### src/rtl/bwd_pkg.sv
package bwd_pkg;

  localparam int NUM_WIN = 3;

  typedef enum logic [1:0] {
    SP_NONE = 2'd0,
    SP_A16  = 2'd1,
    SP_A24  = 2'd2,
    SP_A32  = 2'd3
  } space_e;

  typedef struct packed {
    logic   locLoad;
    logic   remLoad;
    space_e locSpace;
    space_e remSpace;
  } ctrl_t;

  function automatic space_e spaceOfWin(input int w);
    case (w)
      0:       return SP_A32;
      1:       return SP_A24;
      default: return SP_A16;
    endcase
  endfunction

endpackage

### src/rtl/bwd_ctrl.sv
module bwd_ctrl
  import bwd_pkg::*;
(
  input  logic       locValid,
  input  logic [5:0] locAm,
  input  logic       remValid,
  input  logic [5:0] remAm,
  output ctrl_t      ctrl
);

  function automatic space_e amDecode(input logic [5:0] am);
    case (am)
      6'h29, 6'h2D:               return SP_A16;
      6'h39, 6'h3A, 6'h3D, 6'h3E: return SP_A24;
      6'h09, 6'h0A, 6'h0D, 6'h0E: return SP_A32;
      default:                    return SP_NONE;
    endcase
  endfunction

  always_comb begin
    ctrl.locLoad  = locValid;
    ctrl.remLoad  = remValid;
    ctrl.locSpace = amDecode(locAm);
    ctrl.remSpace = amDecode(remAm);
  end

endmodule

### src/rtl/bwd_datapath.sv
module bwd_datapath
  import bwd_pkg::*;
#(
  parameter int ADDR_W   = 32,
  parameter int A16_W    = 16,
  parameter int A24_W    = 24,
  parameter int CFG_LOG2 = 14
) (
  input  logic                             clk,
  input  logic                             rstN,
  input  ctrl_t                            ctrl,
  input  logic [ADDR_W-1:0]                locAddr,
  input  logic [ADDR_W-1:0]                remAddr,
  input  logic [NUM_WIN-1:0][ADDR_W-1:0]   winBase,
  input  logic [NUM_WIN-1:0][ADDR_W-1:0]   winMask,
  output logic [NUM_WIN:0]                 locHitQ,
  output logic [NUM_WIN:0]                 remHitQ,
  output logic                             locVldQ,
  output logic                             remVldQ
);

  localparam logic [ADDR_W-1:0] A16_MASK = {ADDR_W{1'b1}} >> (ADDR_W - A16_W);
  localparam logic [ADDR_W-1:0] A24_MASK = {ADDR_W{1'b1}} >> (ADDR_W - A24_W);
  localparam int                CFG_BITS = A16_W - CFG_LOG2;

  function automatic logic [ADDR_W-1:0] truncAddr(input logic [ADDR_W-1:0] a,
                                                  input space_e sp);
    case (sp)
      SP_A16:  return a & A16_MASK;
      SP_A24:  return a & A24_MASK;
      default: return a;
    endcase
  endfunction

  logic [ADDR_W-1:0]  locTrunc, remTrunc;
  logic               locCfg, remCfg;
  logic [NUM_WIN-1:0] locMatch, remMatch, remInHot;
  logic               remIn;
  logic [NUM_WIN:0]   locHitNext, remHitNext;

  assign locTrunc = truncAddr(locAddr, ctrl.locSpace);
  assign remTrunc = truncAddr(remAddr, ctrl.remSpace);

  assign locCfg = (ctrl.locSpace == SP_A16) &&
                  (locTrunc[A16_W-1:CFG_LOG2] == {CFG_BITS{1'b1}});
  assign remCfg = (ctrl.remSpace == SP_A16) &&
                  (remTrunc[A16_W-1:CFG_LOG2] == {CFG_BITS{1'b1}});

  for (genvar w = 0; w < NUM_WIN; w++) begin : g_win
    localparam space_e WIN_SP = spaceOfWin(w);
    // The configuration region is carved out of the short window only.
    localparam bit CFG_CARVE = (WIN_SP == SP_A16);

    assign locMatch[w] = (ctrl.locSpace == WIN_SP) &&
                         ((locTrunc & winMask[w]) == winBase[w]) &&
                         !(CFG_CARVE && locCfg);
    assign remMatch[w] = (ctrl.remSpace == WIN_SP) &&
                         ((remTrunc & winMask[w]) == winBase[w]) &&
                         !(CFG_CARVE && remCfg);
    assign remInHot[w] = remIn && (ctrl.remSpace == WIN_SP);
  end

  // Inward is the complement of the outward window within the same space.
  assign remIn = (ctrl.remSpace != SP_NONE) && !remCfg && !(|remMatch);

  assign locHitNext = {locCfg, locMatch};
  assign remHitNext = {remCfg, remInHot};

  always_ff @(posedge clk or negedge rstN) begin
    if (!rstN) begin
      locHitQ <= '0;
      remHitQ <= '0;
      locVldQ <= 1'b0;
      remVldQ <= 1'b0;
    end else begin
      locVldQ <= ctrl.locLoad;
      remVldQ <= ctrl.remLoad;
      locHitQ <= ctrl.locLoad ? locHitNext : '0;
      remHitQ <= ctrl.remLoad ? remHitNext : '0;
    end
  end

endmodule

### src/rtl/bus_window_decoder.sv
module bus_window_decoder
  import bwd_pkg::*;
#(
  parameter int ADDR_W   = 32,
  parameter int A16_W    = 16,
  parameter int A24_W    = 24,
  parameter int CFG_LOG2 = 14
) (
  input  logic                           clk,
  input  logic                           rstN,
  input  logic                           locValid,
  input  logic [ADDR_W-1:0]              locAddr,
  input  logic [5:0]                     locAm,
  input  logic                           remValid,
  input  logic [ADDR_W-1:0]              remAddr,
  input  logic [5:0]                     remAm,
  input  logic [NUM_WIN-1:0][ADDR_W-1:0] winBase,
  input  logic [NUM_WIN-1:0][ADDR_W-1:0] winMask,
  output logic [NUM_WIN:0]               locHit,
  output logic                           locOutward,
  output logic                           locCfgSel,
  output logic                           locDecValid,
  output logic [NUM_WIN:0]               remHit,
  output logic                           remInward,
  output logic                           remCfgSel,
  output logic                           remDecValid
);

  ctrl_t ctrl;

  bwd_ctrl u_ctrl (
    .locValid (locValid),
    .locAm    (locAm),
    .remValid (remValid),
    .remAm    (remAm),
    .ctrl     (ctrl)
  );

  bwd_datapath #(
    .ADDR_W   (ADDR_W),
    .A16_W    (A16_W),
    .A24_W    (A24_W),
    .CFG_LOG2 (CFG_LOG2)
  ) u_dp (
    .clk     (clk),
    .rstN    (rstN),
    .ctrl    (ctrl),
    .locAddr (locAddr),
    .remAddr (remAddr),
    .winBase (winBase),
    .winMask (winMask),
    .locHitQ (locHit),
    .remHitQ (remHit),
    .locVldQ (locDecValid),
    .remVldQ (remDecValid)
  );

  assign locOutward = |locHit[NUM_WIN-1:0];
  assign locCfgSel  = locHit[NUM_WIN];
  assign remInward  = |remHit[NUM_WIN-1:0];
  assign remCfgSel  = remHit[NUM_WIN];

endmodule

### config.mk
export PLATFORM = sky130hd
export DESIGN_NAME = bus_window_decoder
export DESIGN_NICKNAME = d
export VERILOG_FILES = /design/src/rtl/bwd_pkg.sv /design/src/rtl/bwd_ctrl.sv /design/src/rtl/bwd_datapath.sv /design/src/rtl/bus_window_decoder.sv
export SDC_FILE = /design/constraint.sdc
export NUM_CORES = 1
export LEC_CHECK = 0
export CAP_MARGIN = 25
export CORE_AREA = 3 3 111 113
export DETAILED_ROUTE_END_ITERATION = 8
export DIE_AREA = 0 0 114 116
export DONT_BUFFER_PORTS = 1
export PLACE_DENSITY_LB_ADDON = 0.25
export SYNTH_ARGS = -nofsm -noshare
export SYNTH_HDL_FRONTEND = slang
export SYNTH_HIERARCHICAL = 1
export SYNTH_SLANG_ARGS = --single-unit
### constraint.sdc
create_clock -name clk -period 0.93 [get_ports clk]
set_input_delay 0.093 -clock clk [delete_from_list [all_inputs] [get_ports clk]]
set_output_delay 0.093 -clock clk [all_outputs]
set_load 0.02 [all_outputs]
# Yosys cells after proc, flatten, opt, wreduce, memory -nomap -nowiden
# Cells that the tools add are included.
# classes
n_mux	6
n_bitwise	6
reduce_logical	28
n_eq_ne	34
# op_table
operator	count
$and A32 B32 Y32	6
$eq A32 B32 Y1	6
$pmux W32 S2	2
$eq A6 B6 Y1 const B	12
$eq A6 B4 Y1 const B	8
$reduce_or A4 Y1	4
$logic_and A1 B1 Y1	15
$eq A2 B2 Y1 const B	6
$pmux W2 S3	2
$reduce_or A3 Y1	3
$mux W4	2
$eq A2 B1 Y1 const B	2
$reduce_or A2 Y1	2
$logic_not A1 Y1	3
$reduce_bool A2 Y1	1
# word_totals
ff_bits	10
elab_cells	78

# Depth between registers and ports, before layout
# Gate-level depths: netlist of run 1.
# depth
depth_word	14
ltp_mapped	13
depth_no_buf	11

# Modules after synthesis
# Netlist of run 1, hierarchy kept.
# by_module_without_submodules
module	n_inst	area_each_um2	seq_area_each_um2	cells_each
bwd_datapath	1	3524.6	250.2	504
bwd_ctrl	1	115.1	0.0	16
bus_window_decoder	1	27.5	0.0	4

# Worst setup path after synthesis of run 1
# No wires, ideal clock.
# synth_timing
kind	input to register
startpoint	input port remAm[5]
endpoint	register u_dp.remHitQ[0]
t_arrival_ps	2412
path_buffers	2
setup_time_ps	136
required_ps	794
path_stages	13
slack_ps	-1618
cell_sequence	or3b_1 > a21oi_1 > inv_1 > ha_1 > nand2b_1 > clkbuf_1 > buf_2 > nand3_1 > xnor2_1 > nor4_1 > nand4_1 > o22ai_1 > nor3_1
# synth_rtl
item	line	source
start: declaration	bus_window_decoder.sv:16	input logic [5:0] remAm,
end signal: assignment	bwd_datapath.sv:79	remHitQ <= ctrl.remLoad ? remHitNext : '0;
end: declaration	bwd_datapath.sv:17	output logic [NUM_WIN:0] remHitQ,

==> results of run 1 <==
## state kept, by name, indices dropped and copies added (netlist names)
name and cells:
u_dp/remHitQ 4, u_dp/locVldQ 1, u_dp/remVldQ 1, u_dp/locHitQ 4
## critical path: stages
cell and delay [ps]:
or3b_1 380, a21oi_2 180, inv_2 70, ha_4 260, buf_12 150, nand3b_1 170
xor2_1 160, nand3_1 140, nor3_2 180, nand4_1 230, o311ai_4 390, nor3_1 100
## area by class of cell
cell class	count	area, sq um
Fill cell	1162	6690
Multi-Input combinational cell	492	3640
Timing Repair Buffer	56	549.3
Sequential cell	10	251.5
Tap cell	143	178.9
Clock buffer	4	78.83
Inverter	8	30.03
## logic make-up after synthesis
group,after synthesis,synth area share [%]
AND/OR/NAND/NOR,281,39.27
adder cells (fa/ha/maj),7,2.388
AO/OA/AOI/OAI,12,2.081
flip-flops,10,6.824
buffers and inverters,22,3.582
XOR/XNOR,192,45.85
## worst max-delay path by stage
stage / from / to / slack [ps] / depth (start not counted)
2_1_floorplan: remAm[5] / u_dp/remHitQ[0] / -1390 / 13
3_3_place_gp: remAm[5] / u_dp/remHitQ[2] / -1890 / 12
3_5_place_dp: remAm[5] / u_dp/remHitQ[0] / -1870 / 12
4_1_cts: remAm[5] / u_dp/remHitQ[1] / -1420 / 13
5_1_grt: remAm[5] / u_dp/remHitQ[1] / -1570 / 12
6_report: remAm[5] / u_dp/remHitQ[1] / -1470 / 12
## per-stage QoR
stage,setup slack (ps),util (%),total power [mW]
2_1_floorplan,-1392,-,1.741
4_1_cts,-1416,39.79,3.138
3_3_place_gp,-1891,36.59,2.215
3_5_place_dp,-1872,36.59,2.215
6_report,-1474,41.41,3.218
5_1_grt,-1573,41.41,3.437
## per-layer routing
metal,part of all wire (%),vias up
li1,-,1887
met1,36,1858
met2,52,214
met3,11,12
met4,0.93,0
met5,0,-
## cells in the final DEF, fill, tap and decap left out, drive strengths merged
| cell | count |
|---|---|
| buf | 48 |
| and3 | 4 |
| or3 | 2 |
| nor4 | 23 |
| dfrtp | 10 |
| xor2 | 107 |
| or3b | 2 |
| a2111oi | 1 |
| nand2b | 5 |
| a21oi | 5 |
| nand3b | 21 |
| nand2 | 100 |
| ha | 7 |
| inv | 8 |
| nand3 | 80 |
| nand4 | 28 |
| o311ai | 1 |
| o2111ai | 2 |
| nor3 | 9 |
| xnor2 | 85 |
| nor2b | 2 |
| o22ai | 1 |
| clkbuf | 5 |
| o21ai | 2 |
| dlygate4sd3 | 7 |
| or2 | 1 |
| nor2 | 4 |
## report_power, final
part,total (mW),switching [mW],internal (mW)
Sequential,0.453,0.00983,0.443
Clock,0.762,0.189,0.573
Combinational,2.00,0.990,1.01
Total,3.22,1.19,2.03
## timing repair
item / 4_1_cts / 5_1_grt
endpoints found under the setup margin: 10 / 13
pin swaps: 27 / 19
buffers inserted: 7 / 3
endpoints found under the hold margin: 14 / 0
resized for setup: 36 / 29
cloned: 0 / 1
hold buffers: 7 / 0
==> results.ini, run 1 <==
[outcome]
status=finished with violations
violations=negative setup slack

[cells_and_area]
n_antenna_cell=0
instances_no_fill=713
area_growth_pct=28.93
finalNetCount=850
fin_area_sq_um=4728
drive_above_1_share_pct=18.77

[timing]
worstMarginPinSlew_ps=470.0
rsz0062_at_grt=yes
fmaxAchievable_ghz=0.4161
setup_viol=13
max_slew_margin_pct=68.38
slew_violations=0
worst_slack_ps=-1474
finalHoldViolations=0
tns_ps=-8635
whs_ps=48.59
period_share_pct=258.4
period_minus_slack_ps=2404

[global_route]
gr-total-overflow=0
grt_pass1_vias=4145
met2_usage_pct=44.18
use_met3_pct=6.893
grt_use_met1_pct=27.38
track_usage_pct=23.78
antenna_found_initial=0
grt_start_max_net_pins=23
grt_pass1_wl_um=23690
busiest_layer=met2

[critical_path]
cp_max_fo=22
crit_arrival_ps=2510
critical_path_required_ps=1030
critical_path_class=input port to flop
cp-end-kind=flop
start_kind=input port

[clock_network]
clock_path_buffers=2
cts_buffers=3
htreeDepth=1
clk_pin_slew_worst_paths_ps=40
cts_tree=built
clock-sinks=10
root_buffer=clkbuf_16

[routing]
wl_per_cell_um=23.80
drtAntennaViolNets=0
vias=3971
routed_wl_um=16970
drtIter0Drc=198
viasPerCell=5.569
first_pass_iters=4
route.detailed.drc=0

[floorplan]
start_util_pct=32.12
die_h_um=116
die_w_um=114
coreArea_sq_um=11420
row_count=39
io_pins=286
dieArea_sq_um=13220

[place]
gp_congestion=0.8692
io_buffers=0
place_area_sq_um=4178
dpl.hpwl_um=14990
dp_cells=693

[synthesis]
synthesis.area_sq_um=3667
ys_types=31
synthTopCellsByArea=xor2_1, xnor2_1, nand3_1, nand2_1, dfrtp_1
syn_inst=524
seq_area_frac_synth_pct=6.824
netlist.area_leader.share_pct=25.55
synth_top_area_cell=xor2_1
async_flop_share_pct=100.0
yosys_warnings=6
ys_top_cells_by_count=xor2_1, nand2_1, xnor2_1, nand3_1, nand4_1
synth.most_common_cell=xor2_1
syn_avg_cell_area_sq_um=6.999
synth_seq_cells=10
synth-main-ff-cell=dfrtp_1
synth_edf_count=0
synth.net_count=803

[min_path]
hold_depth=3
whs_endpoint=u_dp/locHitQ[3]
hp-class=input port to flop
hold_start=locValid

[power_and_ir_drop]
p_leak_nw=1.689
ir_drop_mv=0.6132
power_density_nw_per_um2=680.7

[job]
drv_cap=0

(Power assumes the default switching activity.)
==> run 2, diff against run 1 <==
--- a/config.mk
+++ b/config.mk
@@ -5,11 +5,11 @@
 export SDC_FILE = /design/constraint.sdc
 export NUM_CORES = 1
 export LEC_CHECK = 0
+export BUFFER_PORTS_ARGS = -buffer_cell sky130_fd_sc_hd__buf_2
 export CAP_MARGIN = 25
 export CORE_AREA = 3 3 111 113
 export DETAILED_ROUTE_END_ITERATION = 8
 export DIE_AREA = 0 0 114 116
-export DONT_BUFFER_PORTS = 1
 export PLACE_DENSITY_LB_ADDON = 0.25
 export SYNTH_ARGS = -nofsm -noshare
 export SYNTH_HDL_FRONTEND = slang
==> constraint.sdc (replaced) <==
create_clock -name clk -period 0.93 [get_ports clk]
set_input_delay 0.0465 -clock clk [delete_from_list [all_inputs] [get_ports clk]]
set_output_delay 0.0465 -clock clk [all_outputs]
set_load 0.02 [all_outputs]
==> results.ini, run 2 (synthesis results as in run 1) <==
[critical_path]
path_cells=buf_6 > or3b_4 > a21oi_4 > inv_2 > ha_4 > nand2b_4 > clkbuf_16 > nand3_2 > xnor2_1 > nor4_1 > nand4_1 > o311ai_2 > nor3_1
crit_arrival_ps=2490
cp_max_fo=7
cpMaxStageDelayCell=o311ai_2
cp-end-kind=flop
crit_buf_inv=3
path_depth=13
critical_path_required_ps=1030
crit_family=simple AND/OR/NAND/NOR gates
critical_path_class=input port to flop
max_stage_delay_ps=400
start_kind=input port

[global_route]
track_usage_pct=25.86
grt_use_met1_pct=32.44
grt_pass1_vias=5288
grt_start_max_net_pins=17
use_met3_pct=2.350
met2_usage_pct=48.67
grt_pass1_wl_um=26720
antenna_found_initial=2
busiest_layer=met2
gr-total-overflow=0

[floorplan]
die_h_um=116
die_w_um=114
dieArea_sq_um=13220
start_util_pct=32.12
coreArea_sq_um=11420
row_count=39
io_pins=286

[routing]
viasPerCell=4.802
routed_wl_um=18610
wl_per_cell_um=16.64
route.detailed.drc=0
drtAntennaViolNets=0
drtIter0Drc=285
first_pass_iters=4
vias=5369

[power_and_ir_drop]
p_leak_nw=3.390
ir_drop_mv=0.8629
power_density_nw_per_um2=653.7

[cells_and_area]
final_cell_mix=buf_2, buf_4, xor2_1
area_growth_pct=93.11
drive_above_1_share_pct=54.06
fin_util_pct=62.02
top_regs=u_dp/locHitQ x4, u_dp/remHitQ x4
fillers=1087
finalNetCount=1253
final_common_cell=buf_2

[timing]
slew_violations=0
worst_slack_ps=-1456
rsz0062_at_grt=yes
setup_viol=10
period_minus_slack_ps=2386
worstMarginPinSlew_ps=576.4
tns_ps=-9184
finalHoldViolations=0
period_share_pct=256.5
max_slew_margin_pct=61.30
fmaxAchievable_ghz=0.4192

[place]
gp_congestion=0.9012
dpl_worst_slack_ps=-1866
io_buffers=283
dpl.hpwl_um=16480

[clock_network]
cts_tree=built
root_buffer=clkbuf_16
clk_pin_slew_worst_paths_ps=40
clock-sinks=10
clock_path_buffers=2
cts_buffers=3
htreeDepth=1

[outcome]
status=finished with violations
violations=negative setup slack

[min_path]
hp-class=input port to flop
hold_depth=3

[job]
drv_cap=0

-- run 2: changes by cell type in the layout (fill, tap and decap cells not counted), sizes merged --
cell	delta
diode	+2
dlygate4sd3	-5
buf	+408
-- run 2: worst paths after layout --
path / slack (ps) / to / start
setup / recovery: -1460 / u_dp/remHitQ[0] / remAm[0]
hold / removal: 70 / u_dp/remHitQ[3] / remValid
max in group asynchronous: 530 / u_dp/locHitQ[2] / rstN
min in group asynchronous: 210 / u_dp/remVldQ / rstN
-- run 2: layout make-up --
class | count | area (sq um) | area share, %
sequential | 10 | 250.2 | 3.534
antenna | 2 | 5.005 | 0.07067
tap | 143 | 178.9 | 2.527
inverter | 8 | 30.03 | 0.4240
multi-input combinational | 492 | 3660 | 51.68
clock buffer | 4 | 88.84 | 1.254
timing repair buffer | 459 | 2869 | 40.51
-- run 2: stage by stage --
step / instance area (sq um) / power [mW] / instances / hold slack, ps
after floorplan: 3755 / 1.741 / 524 / -249.1
after global placement: 6446 / 3.443 / 1093 / -90.09
after detailed placement: 6446 / 3.455 / 1093 / -85.16
after CTS: 6825 / 4.467 / 1110 / 57.66
after global routing: 7079 / 4.943 / 1117 / 79.25
final: 7082 / 4.630 / 1118 / 65.34
-- run 2: where the power goes --
| part | switching, mW | leakage (nW) | internal (mW) | total, mW |
|---|---|---|---|---|
| Combinational | 1.58 | 3.21 | 1.76 | 3.34 |
| Clock | 0.197 | 0.0442 | 0.646 | 0.843 |
| Sequential | 0.00196 | 0.135 | 0.443 | 0.445 |
| Total | 1.78 | 3.39 | 2.85 | 4.63 |
-- run 2: layer usage --
layer / up-vias / share of wire, %
met3: 20 / 6.6
li1: 2695 / -
met4: 2 / 1.4
met5: - / 0.038
met1: 2443 / 41
met2: 209 / 51
-- run 2: timing repair --
item / 4_1_cts / 5_1_grt
resized for setup: 43 / 36
pin swaps: 40 / 45
setup buffers: 12 / 7
endpoints found under the hold margin: 11 / 0
setup endpoints to repair: 11 / 11
hold buffers: 2 / 0
gates cloned: 0 / 1
